### config.mk
export PLATFORM = sky130hd
export DESIGN_NAME = xram_map_decoder
export DESIGN_NICKNAME = d
export VERILOG_FILES = /design/src/rtl/xmap_pkg.sv /design/src/rtl/xmap_cfg_reg.sv /design/src/rtl/xmap_datapath.sv /design/src/rtl/xmap_control.sv /design/src/rtl/xram_map_decoder.sv
export SDC_FILE = /design/constraint.sdc
export NUM_CORES = 1
export LEC_CHECK = 0
export ABC_AREA = 1
export BUFFER_PORTS_ARGS = -buffer_cell sky130_fd_sc_hd__buf_2
export CAP_MARGIN = 10
export CORE_MARGIN = 2
export CORE_UTILIZATION = 26
export CTS_CLUSTER_DIAMETER = 30
export DETAILED_ROUTE_END_ITERATION = 8
export PLACE_DENSITY = 0.95
export SYNTH_ARGS = -nofsm -noshare
export SYNTH_HDL_FRONTEND = slang
export SYNTH_HIERARCHICAL = 1
export SYNTH_SLANG_ARGS = --single-unit
### constraint.sdc
create_clock -name clk -period 3.6 [get_ports clk]
set_input_delay 0.36 -clock clk [delete_from_list [all_inputs] [get_ports clk]]
set_output_delay 0.36 -clock clk [all_outputs]
set_load 0.005 [all_outputs]
### src/rtl/xmap_pkg.sv
package xmap_pkg;
  // Strobes from control to datapath / top outputs
  typedef struct packed {
    logic selInt;
    logic p0Bus;
    logic p2Bus;
    logic rdEn;
    logic wrEn;
  } xmap_ctl_t;
endpackage

### src/rtl/xmap_cfg_reg.sv
module xmap_cfg_reg (
  input  logic       clk,
  input  logic       rstN,
  input  logic       cfgWe,
  input  logic [1:0] cfgWdata,
  output logic       xmapOff,
  output logic       mirrorOn
);
  localparam int OFF_BIT = 0;
  localparam int MIR_BIT = 1;

  always_ff @(posedge clk or negedge rstN) begin
    if (!rstN) begin
      xmapOff  <= 1'b1;
      mirrorOn <= 1'b0;
    end else if (cfgWe) begin
      mirrorOn <= cfgWdata[MIR_BIT];
      // one-way: only a clear is accepted
      if (!cfgWdata[OFF_BIT]) xmapOff <= 1'b0;
    end
  end
endmodule

### src/rtl/xmap_datapath.sv
module xmap_datapath
  import xmap_pkg::*;
#(
  parameter int ADDR_W   = 16,
  parameter int DATA_W   = 8,
  parameter int REG_W    = 8,
  parameter logic [ADDR_W-1:0] WIN_BASE = 16'hF700
) (
  input  logic              accByte,
  input  logic [ADDR_W-1:0] accPtr,
  input  logic [REG_W-1:0]  accReg,
  input  logic [ADDR_W-REG_W-1:0] accPage,
  input  logic [DATA_W-1:0] intRdData,
  input  logic [DATA_W-1:0] extRdData,
  input  xmap_ctl_t         ctl,
  output logic              winHit,
  output logic [DATA_W-1:0] cpuRdData
);
  logic [ADDR_W-1:0] effAddr;

  always_comb begin
    effAddr   = accByte ? {accPage, accReg} : accPtr;
    winHit    = (effAddr >= WIN_BASE);
    cpuRdData = ctl.selInt ? intRdData : extRdData;
  end
endmodule

### src/rtl/xmap_control.sv
module xmap_control
  import xmap_pkg::*;
(
  input  logic      accReq,
  input  logic      accWrite,
  input  logic      accByte,
  input  logic      eaPin,
  input  logic      winHit,
  input  logic      xmapOff,
  input  logic      mirrorOn,
  output xmap_ctl_t ctl
);
  logic inWin;
  logic visible;
  logic portsBus;

  always_comb begin
    inWin    = winHit && !xmapOff;
    visible  = !inWin || mirrorOn;
    portsBus = visible || !eaPin;
    ctl.selInt = accReq && inWin;
    ctl.p0Bus  = accReq && portsBus;
    ctl.p2Bus  = accReq && !accByte && portsBus;
    ctl.rdEn   = accReq && visible && !accWrite;
    ctl.wrEn   = accReq && visible && accWrite;
  end
endmodule

### src/rtl/xram_map_decoder.sv
module xram_map_decoder
  import xmap_pkg::*;
#(
  parameter int ADDR_W = 16,
  parameter int DATA_W = 8,
  parameter int REG_W  = 8,
  parameter logic [ADDR_W-1:0] WIN_BASE = 16'hF700
) (
  input  logic              clk,
  input  logic              rstN,
  input  logic              cfgWe,
  input  logic [1:0]        cfgWdata,
  input  logic              eaPin,
  input  logic              accReq,
  input  logic              accWrite,
  input  logic              accByte,
  input  logic [ADDR_W-1:0] accPtr,
  input  logic [REG_W-1:0]  accReg,
  input  logic [ADDR_W-REG_W-1:0] accPage,
  input  logic [DATA_W-1:0] intRdData,
  input  logic [DATA_W-1:0] extRdData,
  output logic              selInternal,
  output logic              port0Bus,
  output logic              port2Bus,
  output logic              rdStrobe,
  output logic              wrStrobe,
  output logic [DATA_W-1:0] cpuRdData
);
  logic      xmapOff;
  logic      mirrorOn;
  logic      winHit;
  xmap_ctl_t ctl;

  xmap_cfg_reg u_cfg (
    .clk(clk), .rstN(rstN), .cfgWe(cfgWe), .cfgWdata(cfgWdata),
    .xmapOff(xmapOff), .mirrorOn(mirrorOn)
  );

  xmap_control u_ctl (
    .accReq(accReq), .accWrite(accWrite), .accByte(accByte), .eaPin(eaPin),
    .winHit(winHit), .xmapOff(xmapOff), .mirrorOn(mirrorOn), .ctl(ctl)
  );

  xmap_datapath #(
    .ADDR_W(ADDR_W), .DATA_W(DATA_W), .REG_W(REG_W), .WIN_BASE(WIN_BASE)
  ) u_dp (
    .accByte(accByte), .accPtr(accPtr), .accReg(accReg), .accPage(accPage),
    .intRdData(intRdData), .extRdData(extRdData), .ctl(ctl),
    .winHit(winHit), .cpuRdData(cpuRdData)
  );

  assign selInternal = ctl.selInt;
  assign port0Bus    = ctl.p0Bus;
  assign port2Bus    = ctl.p2Bus;
  assign rdStrobe    = ctl.rdEn;
  assign wrStrobe    = ctl.wrEn;
endmodule

==> metrics.csv, run 1 <==
stage,metric,value,unit
run_status,run status,finished clean,
cells_and_area,diode count,0,
synth,fraction of post-synthesis cell area in the top cell type by area,34.53,%
cells_and_area,non-filler instance count after layout,124,
route,Detailed Routing Iterations Pass 1,1,
timing,Final Worst Setup Slack,1.113,ns
synth,"Seq/Total Area, Yosys",14.75,%
route,First DRT Iteration DRCs,0,
synth,"post-synthesis share of cell area spent on and, or, nand and nor gates",29.14,%
cells_and_area,final cell utilization of the core,51.78,%
worst_hold_path,Hold Crit Start,cfgWe,
worst_setup_path,critical path data required time,3.24,ns
timing,worst hold margin,0.3140,ns
global_routing,antenna violations before repair,0,
cells_and_area,synth-to-layout area growth,88.85,%
synth,dominant cell type by area after synthesis,sky130_fd_sc_hd__mux2_4,
timing,worst-case clock skew,0,ns
global_routing,total gr overflow,0,
route,drt wl/cell,8.911,um
synth,number of distinct library cell variants in the gate-level netlist after synthesis,11,
synth,Post-synth EDFFs,0,
global_routing,vias in the first global route,380,
worst_setup_path,launch point of the worst reg-to-reg path,u_cfg/xmapOff$_DFFE_PN1P_,
place,placed instance area,620.6,sq um
synth,most frequent cells after synthesis,"sky130_fd_sc_hd__inv_1, sky130_fd_sc_hd__nand2_1, sky130_fd_sc_hd__nor2_1",
timing,post-route setup TNS,0,ns
synth,Synth warnings,6,
route,routed via count,505,
power_and_ir_drop,total power of the final layout,0.1301,mW
synth,adder and majority cell fraction of the synthesized area,0,%
place,gp weighted congestion,0.5954,
worst_setup_path,Crit Path Max Fanout,9,
cells_and_area,"Design Area, Final",656.9,sq um
clocking,sinks on the clock net,2,
floorplan,IO Pins,70,
clocking,number of setup buffers added after CTS,0,
worst_setup_path,kind of critical path,input pin to primary output,
clocking,cell at the root of the clock tree,sky130_fd_sc_hd__clkbuf_4,
timing,highest clock rate,402.1,MHz
floorplan,full die area,1646,sq um
global_routing,GRT Resource Usage Total,12.83,%
timing,total count of hold-check failures in the final report,0,
cells_and_area,sequential cell area,51.30,sq um
synth,async set-reset flop share out of synthesis,100.0,%
floorplan,die boundary height,40.58,um
clocking,deepest level of the CTS H-tree,1,
timing,Worst Max-Slew Pin Slew,0.9585,ns
synth,fraction of synthesized cell area in xor and xnor cells,0,%
worst_setup_path,Worst Setup Start Kind,input pin,
clocking,clock tree from TritonCTS,done,
cells_and_area,Nets,167,
floorplan,effective utilization at floorplan,27.42,%
synth,main combinational cell family by area after synthesis,multiplexers,
power_and_ir_drop,worst vdd ir,0.0001477,V
floorplan,Core Area,1269,sq um
route,mean number of vias per cell,4.073,
worst_setup_path,worst reg2reg path depth,2,
global_routing,global-route wire length before repair,1.317,mm
synth,Post-Syn Area,347.8,sq um
route,Remaining DRCs,0,
clocking,TritonCTS Buffers,3,
clocking,"Clk Latency, worst-skew pair",0.23,ns
synth,mux contribution to synthesized area,34.53,%
synth,fraction of the mapped netlist area in compound gates,4.317,%
worst_setup_path,launch point of the critical path,accByte,
timing,unrepaired setup endpoints after global routing,no,
floorplan,floorplan row count,13,
place,Post-Place Cells,119,
power_and_ir_drop,Static Leak,0.4227,nW
worst_setup_path,data arrival time of the critical path,2.13,ns
cells_and_area,share of layout cells above drive strength 1,59.63,%
place,half-perimeter wire length after placement,968.5,um
place,number of port buffers,53,
cells_and_area,area of the multi-input gates,236.5,sq um
synth,"count leader, synth",sky130_fd_sc_hd__inv_1,
clocking,Resized Gates After CTS,0,
synth,Syn Nets,109,
clocking,"Reg clk slew, reported paths",0.03,ns
clocking,CTS max path bufs,2,
worst_setup_path,end of the worst register-to-register path,u_cfg/xmapOff$_DFFE_PN1P_,
timing,post-layout minimum cycle time,2.487,ns
cells_and_area,total of fill cells in the finished design,148,
synth,Yosys reg bits,2,
timing,final number of setup-violating endpoints,0,
worst_hold_path,WHS Endpoint,u_cfg/xmapOff$_DFFE_PN1P_,
route,Routed Antenna Nets,0,
synth,average cell area after synthesis,6.689,sq um
place,"worst slack, placed",1.084,ns
flow_run,# Max-Cap Violations,0,
worst_setup_path,Crit. End Element,primary output,
global_routing,pin count of the biggest net entering global routing,10,
timing,fin crit share,69.07,%
timing,final count of pins violating max slew,0,
worst_hold_path,Hold Path Depth,2,
timing,relative slew slack,35.87,%
worst_hold_path,class of the most critical hold timing path,input pin to flop,
synth,most frequently used flop master after synthesis,sky130_fd_sc_hd__dfstp_2,
route,Total Wirelength,1.105,mm
power_and_ir_drop,pwr/cell area,198.1,nW/um^2
worst_setup_path,internal reg-to-reg setup slack,2.85,ns
synth,Syn Inst Count,52,
synth,biggest area contributors in the synthesized netlist,"sky130_fd_sc_hd__mux2_4, sky130_fd_sc_hd__inv_1, sky130_fd_sc_hd__nand2_1",
floorplan,horizontal die dimension,40.58,um
[registers in the layout, summed over array words and instances (netlist names)]
name and flops:
u_cfg/xmapOff 1, u_cfg/mirrorOn 1
[where the power goes]
part / switching, mW / internal (mW) / leakage, nW / total [mW]
clock: 0.0146 / 0.0413 / 0.0150 / 0.0559
combinational: 0.0180 / 0.0320 / 0.385 / 0.0500
sequential: 0.000464 / 0.0237 / 0.0224 / 0.0241
total: 0.0331 / 0.0970 / 0.423 / 0.130
[cell type report]
class | count | share of cell area [%]
Clock buffer | 4 | 4.000
Inverter | 13 | 7.429
Multi-Input combinational cell | 36 | 36.00
Sequential cell | 2 | 7.810
Tap cell | 15 | 2.857
Timing Repair Buffer | 54 | 41.90
[critical path, cell delays in order]
cell	delay (ns)
sky130_fd_sc_hd__buf_2	0.12
sky130_fd_sc_hd__nand2_1	0.05
sky130_fd_sc_hd__nor2_1	0.08
sky130_fd_sc_hd__nand2_1	0.05
sky130_fd_sc_hd__a21oi_1	0.19
sky130_fd_sc_hd__nand2_1	0.07
sky130_fd_sc_hd__nor2_1	0.72
sky130_fd_sc_hd__mux2_4	0.35
sky130_fd_sc_hd__buf_2	0.13
[worst max path at each step]
| stage | end | slack, ns | cells after the start |
|---|---|---|---|
| floorplan | cpuRdData[0] | 1.85 | 8 |
| global placement | cpuRdData[2] | 1.11 | 9 |
| detailed placement | cpuRdData[2] | 1.08 | 9 |
| CTS | cpuRdData[2] | 1.08 | 9 |
| finish | cpuRdData[2] | 1.11 | 9 |
| global route | cpuRdData[2] | 0.97 | 9 |
[metal layers]
metal / up-vias / wire length, um / global-route usage, %
met4: 0 / 0 / 7.500
li1: 272 / - / -
met1: 200 / 330 / 9.180
met3: 0 / 172 / 3.333
met2: 33 / 603 / 27.78
met5: - / 0 / 0
[cell families after synthesis]
| kind of cell | Yosys count |
|---|---|
| flip-flops | 2 |
| AO/OA/AOI/OAI | 3 |
| multiplexers | 8 |
| AND/OR/NAND/NOR | 25 |
| buffers and inverters | 14 |
[layout by cell type, fill, tap and decap left out, drive strengths merged]
master and n:
o21ai 1, dfrtp 1, nor2 10, inv 13, dfstp 1, dlygate4sd3 1
clkbuf 4, nand3 4, a21oi 2, mux2 8, buf 53, or2 1
nand2 10
[repair_timing]
| item | in CTS | in global routing |
|---|---|---|
| endpoints found under the hold margin | 1 | 0 |
| hold buffers | 1 | 0 |
| setup endpoints to repair | 0 | 0 |
(Power assumes the default switching activity.)
==> run 2, diff against run 1 <==
--- a/config.mk
+++ b/config.mk
@@ -9,10 +9,10 @@
 export BUFFER_PORTS_ARGS = -buffer_cell sky130_fd_sc_hd__buf_2
 export CAP_MARGIN = 10
 export CORE_MARGIN = 2
-export CORE_UTILIZATION = 26
+export CORE_UTILIZATION = 24
 export CTS_CLUSTER_DIAMETER = 30
 export DETAILED_ROUTE_END_ITERATION = 8
-export PLACE_DENSITY = 0.95
+export PLACE_DENSITY = 0.9
 export SYNTH_ARGS = -nofsm -noshare
 export SYNTH_HDL_FRONTEND = slang
 export SYNTH_HIERARCHICAL = 1
==> constraint.sdc (replaced) <==
create_clock -name clk -period 2.4 [get_ports clk]
set_input_delay 0.24 -clock clk [delete_from_list [all_inputs] [get_ports clk]]
set_output_delay 0.24 -clock clk [all_outputs]
set_load 0.005 [all_outputs]
==> run 2 against run 1 <==
Effect of this change: clock power increased by 47%; die area is 7.5% higher; critical path depth grew 1; non-clock buffer count is 1 higher; register-to-register slack lost 1.2 ns; clock skew unchanged; critical path type unchanged; first-iteration DRC count up 1; utilization fell by 2.0 points.
==> metrics.csv, run 2 (same netlist as run 1, synthesis figures left out) <==
stage,metric,value,unit
run_status,run status,finished clean,
timing,final number of setup-violating endpoints,0,
floorplan,IO Pins,70,
power_and_ir_drop,total power of the final layout,0.1935,mW
cells_and_area,area of the multi-input gates,236.5,sq um
cells_and_area,"commonest cells after routing, fill and taps aside","sky130_fd_sc_hd__buf_2, sky130_fd_sc_hd__inv_1, sky130_fd_sc_hd__nand2_1, sky130_fd_sc_hd__nor2_1, sky130_fd_sc_hd__mux2_4",
worst_setup_path,Worst Setup Start Kind,input pin,
clocking,sinks on the clock net,2,
timing,final count of pins violating max slew,0,
worst_hold_path,class of the most critical hold timing path,input pin to flop,
timing,fin crit share,73.84,%
global_routing,pin count of the biggest net entering global routing,10,
global_routing,global-route wire length before repair,1.842,mm
floorplan,die boundary height,42.07,um
cells_and_area,diode count,0,
timing,worst-case clock skew,0,ns
place,Post-Place Cells,120,
cells_and_area,synth-to-layout area growth,91.01,%
route,Detailed Routing Iterations Pass 1,2,
timing,highest clock rate,564.3,MHz
floorplan,horizontal die dimension,42.07,um
power_and_ir_drop,Static Leak,0.4281,nW
timing,post-route setup TNS,0,ns
route,routed via count,518,
cells_and_area,largest registers,"u_cfg/mirrorOn: 1 flops, u_cfg/xmapOff: 1 flops",
cells_and_area,final cell utilization of the core,49.81,%
cells_and_area,"most common cell after layout, fill and taps aside",sky130_fd_sc_hd__buf_2,
floorplan,effective utilization at floorplan,26.08,%
route,Total Wirelength,1.042,mm
clocking,clock tree from TritonCTS,done,
route,Routed Antenna Nets,0,
floorplan,floorplan row count,13,
clocking,deepest level of the CTS H-tree,1,
timing,worst hold margin,0.1906,ns
cells_and_area,total of fill cells in the finished design,140,
timing,unrepaired setup endpoints after global routing,no,
place,half-perimeter wire length after placement,930.7,um
floorplan,full die area,1770,sq um
place,"worst slack, placed",0.5931,ns
clocking,"Clk Latency, worst-skew pair",0.23,ns
global_routing,GRT Resource Usage Total,13.16,%
timing,Worst Max-Slew Pin Slew,0.1775,ns
global_routing,vias in the first global route,514,
clocking,number of setup buffers added after CTS,0,
worst_setup_path,Crit Path Max Fanout,9,
flow_run,# Max-Cap Violations,0,
clocking,"Reg clk slew, reported paths",0.03,ns
timing,Final Worst Setup Slack,0.6279,ns
cells_and_area,"Design Area, Final",664.4,sq um
worst_setup_path,Crit. End Element,primary output,
timing,total count of hold-check failures in the final report,0,
timing,post-layout minimum cycle time,1.772,ns
cells_and_area,non-filler instance count after layout,125,
worst_setup_path,kind of critical path,input pin to primary output,
timing,relative slew slack,88.17,%
route,First DRT Iteration DRCs,1,
worst_setup_path,data arrival time of the critical path,1.53,ns
cells_and_area,Nets,168,
clocking,cell at the root of the clock tree,sky130_fd_sc_hd__clkbuf_4,
worst_setup_path,critical path data required time,2.16,ns
global_routing,antenna violations before repair,0,
floorplan,Core Area,1334,sq um
clocking,CTS max path bufs,2,
route,Remaining DRCs,0,
cells_and_area,sequential cell area,51.30,sq um
place,placed instance area,628.1,sq um
clocking,TritonCTS Buffers,3,
power_and_ir_drop,worst vdd ir,0.0001515,V
place,gp weighted congestion,0.6384,
power_and_ir_drop,pwr/cell area,291.2,nW/um^2
place,number of port buffers,53,
global_routing,total gr overflow,0,
route,drt wl/cell,8.336,um
route,mean number of vias per cell,4.144,
cells_and_area,share of layout cells above drive strength 1,60.00,%
[run 2: worst max-delay path: stages]
cell                      delay, ns
sky130_fd_sc_hd__buf_2         0.11
sky130_fd_sc_hd__nand2_1       0.05
sky130_fd_sc_hd__nor2_1        0.08
sky130_fd_sc_hd__nand2_1       0.05
sky130_fd_sc_hd__a21oi_1       0.19
sky130_fd_sc_hd__nand2_1       0.07
sky130_fd_sc_hd__nor2_1        0.09
sky130_fd_sc_hd__buf_4         0.20
sky130_fd_sc_hd__mux2_4        0.31
sky130_fd_sc_hd__buf_2         0.13
[run 2: layer usage]
layer	GRT usage [%]	up-vias	routed length, um
li1	-	272	-
met5	0	-	0
met2	26.56	30	571
met4	8.750	0	0
met3	3.879	0	152
met1	10.51	216	318
[run 2: timing repair]
| action | in CTS | in global routing |
|---|---|---|
| gates resized for setup | 0 | 0 |
| endpoints found under the hold margin | 2 | 0 |
| hold buffers | 1 | 0 |
[run 2: layout make-up]
type / count / share of cell area, %
Clock buffer: 4 / 3.955
Inverter: 13 / 7.345
Multi-Input combinational cell: 36 / 35.59
Sequential cell: 2 / 7.721
Tap cell: 15 / 2.825
Timing Repair Buffer: 55 / 42.56
[run 2: worst paths after layout]
check	cells after the start	endpoint	slack, ns	from
worst max register to register	2	u_cfg/xmapOff$_DFFE_PN1P_	1.68	u_cfg/xmapOff$_DFFE_PN1P_
min in group asynchronous	2	u_cfg/mirrorOn$_DFFE_PN0P_	0.33	rstN
worst max-delay path	10	cpuRdData[4]	0.63	accByte
worst min-delay path	2	u_cfg/xmapOff$_DFFE_PN1P_	0.19	cfgWe
max in group asynchronous	2	u_cfg/xmapOff$_DFFE_PN1P_	1.87	rstN
worst min register to register	2	u_cfg/xmapOff$_DFFE_PN1P_	0.44	u_cfg/xmapOff$_DFFE_PN1P_
[run 2: where the power goes]
group	switching, mW	internal [mW]	leakage [nW]
logic	0.0268	0.0483	0.391
clock network	0.0205	0.0618	0.0150
registers	0.000611	0.0355	0.0224
total	0.0479	0.146	0.428
==> run 3, diff against run 2 <==
--- a/config.mk
+++ b/config.mk
@@ -9,10 +9,10 @@
 export BUFFER_PORTS_ARGS = -buffer_cell sky130_fd_sc_hd__buf_2
 export CAP_MARGIN = 10
 export CORE_MARGIN = 2
-export CORE_UTILIZATION = 24
+export CORE_UTILIZATION = 21
 export CTS_CLUSTER_DIAMETER = 30
 export DETAILED_ROUTE_END_ITERATION = 8
-export PLACE_DENSITY = 0.9
+export PLACE_DENSITY = 0.84
 export SYNTH_ARGS = -nofsm -noshare
 export SYNTH_HDL_FRONTEND = slang
 export SYNTH_HIERARCHICAL = 1
==> constraint.sdc (replaced) <==
create_clock -name clk -period 1.5 [get_ports clk]
set_input_delay 0.15 -clock clk [delete_from_list [all_inputs] [get_ports clk]]
set_output_delay 0.15 -clock clk [all_outputs]
set_load 0.005 [all_outputs]
==> run 3 against run 2 <==
Effect of this change: the run now ends with setup timing left; setup slack got worse by 0.73 ns; power increased by 74%; flip-flop and latch count unchanged; critical endpoint is now cpuRdData[0]; utilization is essentially flat; critical path type is now flop to primary output; hold slack worse by 0.097 ns; sequential power increased by 61%; non-clock buffer count increased by 3; first-iteration DRC count is 100% higher.
==> metrics.csv, run 3 (same netlist as run 1, synthesis figures left out) <==
stage,metric,value,unit
run_status,run status,"complete, but fails checks",
run_status,violated checks,setup timing,
route,mean number of vias per cell,4.155,
place,half-perimeter wire length after placement,1.030,mm
route,First DRT Iteration DRCs,2,
floorplan,horizontal die dimension,44.70,um
power_and_ir_drop,Static Leak,0.4602,nW
global_routing,global-route wire length before repair,1.890,mm
floorplan,IO Pins,70,
route,routed via count,536,
power_and_ir_drop,worst vdd ir,0.0002961,V
timing,fin crit share,106.7,%
global_routing,antenna violations before repair,0,
timing,total count of hold-check failures in the final report,0,
timing,worst-case clock skew,0,ns
power_and_ir_drop,pwr/cell area,442.8,nW/um^2
timing,unrepaired setup endpoints after global routing,yes,
global_routing,total gr overflow,0,
clocking,cell at the root of the clock tree,sky130_fd_sc_hd__clkbuf_4,
clocking,CTS max path bufs,2,
cells_and_area,synth-to-layout area growth,118.3,%
floorplan,Core Area,1524,sq um
route,Detailed Routing Iterations Pass 1,4,
cells_and_area,Nets,171,
cells_and_area,"commonest cells after routing, fill and taps aside","sky130_fd_sc_hd__buf_2, sky130_fd_sc_hd__inv_1, sky130_fd_sc_hd__buf_6, sky130_fd_sc_hd__nand2_1, sky130_fd_sc_hd__nor2_1",
route,drt wl/cell,9.961,um
worst_hold_path,class of the most critical hold timing path,input pin to flop,
timing,final number of setup-violating endpoints,12,
timing,Final Worst Setup Slack,-0.1009,ns
clocking,clock tree from TritonCTS,done,
floorplan,full die area,1998,sq um
clocking,sinks on the clock net,2,
timing,worst hold margin,0.09394,ns
worst_setup_path,Crit. End Element,primary output,
cells_and_area,share of layout cells above drive strength 1,64.60,%
cells_and_area,non-filler instance count after layout,129,
place,number of port buffers,53,
timing,final count of pins violating max slew,0,
place,gp weighted congestion,0.6176,
clocking,"Clk Latency, worst-skew pair",0.23,ns
cells_and_area,largest registers,"u_cfg/mirrorOn: 1 flops, u_cfg/xmapOff: 1 flops",
timing,post-layout minimum cycle time,1.601,ns
route,total length of routed met2 wires,819,um
global_routing,vias in the first global route,530,
route,top layer reached by signal wires,met3,
worst_setup_path,Crit Path Max Fanout,5,
floorplan,die boundary height,44.70,um
worst_setup_path,Worst Setup Start Kind,flop,
clocking,deepest level of the CTS H-tree,1,
place,Post-Place Cells,121,
clocking,"Reg clk slew, reported paths",0.03,ns
worst_setup_path,critical path data required time,1.35,ns
route,met1 wire length,396,um
clocking,TritonCTS Buffers,3,
global_routing,pin count of the biggest net entering global routing,6,
flow_run,# Max-Cap Violations,0,
worst_setup_path,data arrival time of the critical path,1.45,ns
floorplan,effective utilization at floorplan,22.82,%
timing,relative slew slack,90.81,%
route,Remaining DRCs,0,
route,Routed Antenna Nets,0,
cells_and_area,"most common cell after layout, fill and taps aside",sky130_fd_sc_hd__buf_2,
cells_and_area,total of fill cells in the finished design,150,
route,WL met3,68,um
global_routing,GRT Resource Usage Total,13.20,%
floorplan,floorplan row count,14,
timing,highest clock rate,624.7,MHz
cells_and_area,diode count,0,
route,Total Wirelength,1.285,mm
timing,Worst Max-Slew Pin Slew,0.1374,ns
worst_setup_path,kind of critical path,flop to primary output,
run 3: repair_timing:
item | 4_1_cts | 5_1_grt
endpoints found under the setup margin | 8 | 9
buffers inserted | 1 | 1
gates cloned | 1 | 0
hold endpoints to repair | 2 | 0
hold buffers | 1 | 0
pin swaps | 0 | 1
gates resized for setup | 13 | 3
run 3: metrics by stage:
| stage | setup TNS (ns) | instance area (sq um) | worst slack, ns | util, % | total power [mW] |
|---|---|---|---|---|---|
| 3_5_place_dp | -0.6843 | 629.4 | -0.09372 | 41.30 | 0.1793 |
| 6_report | -0.8275 | 759.5 | -0.1009 | 49.84 | 0.3363 |
| 3_3_place_gp | -0.5439 | 629.4 | -0.07181 | 41.30 | 0.1742 |
| 2_1_floorplan | 0 | 347.8 | 0.1727 | - | 0.1049 |
| 4_1_cts | -0.8084 | 735.7 | -0.1120 | 48.28 | 0.3413 |
| 5_1_grt | -1.650 | 759.5 | -0.1617 | 49.84 | 0.3689 |
run 3: per-layer routing:
| metal | GRT usage [%] | up-vias |
|---|---|---|
| met5 | 0 | - |
| met4 | 9.091 | 0 |
| met3 | 2.800 | 0 |
| met2 | 27.54 | 19 |
| met1 | 10.24 | 237 |
| li1 | - | 280 |
run 3: final timing paths:
kind	slack, ns	to	from	cells after the start
min in group asynchronous	0.25	u_cfg/mirrorOn$_DFFE_PN0P_	rstN	2
max in group asynchronous	1.06	u_cfg/xmapOff$_DFFE_PN1P_	rstN	2
hold / removal	0.09	u_cfg/xmapOff$_DFFE_PN1P_	cfgWe	2
setup reg to reg	0.74	u_cfg/xmapOff$_DFFE_PN1P_	u_cfg/xmapOff$_DFFE_PN1P_	2
setup / recovery	-0.10	cpuRdData[0]	u_cfg/xmapOff$_DFFE_PN1P_	6
hold reg to reg	0.45	u_cfg/xmapOff$_DFFE_PN1P_	u_cfg/xmapOff$_DFFE_PN1P_	2
run 3: cell type report:
type                    instances  area [sq um]  area share [%]
multi-input cells              36         250.2           32.95
well taps                      16         20.02           2.636
repair buffers                 58         362.8           47.78
flip-flops and latches          2         51.30           6.755
inverters                      13         48.80           6.425
clock buffers                   4         26.28           3.460
run 3: critical path, stage by stage (launching register included):
cell	delay [ns]
sky130_fd_sc_hd__dfstp_2	0.52
sky130_fd_sc_hd__inv_2	0.04
sky130_fd_sc_hd__nand2_2	0.06
sky130_fd_sc_hd__nor2_4	0.05
sky130_fd_sc_hd__buf_6	0.13
sky130_fd_sc_hd__mux2_4	0.30
sky130_fd_sc_hd__buf_6	0.12
run 3: where the power goes:
group	total (mW)	switching, mW	internal, mW	leakage (nW)
clock	0.135	0.0360	0.0992	0.0150
combinational	0.143	0.0505	0.0926	0.423
sequential	0.0580	0.00112	0.0568	0.0224
total	0.336	0.0876	0.249	0.460
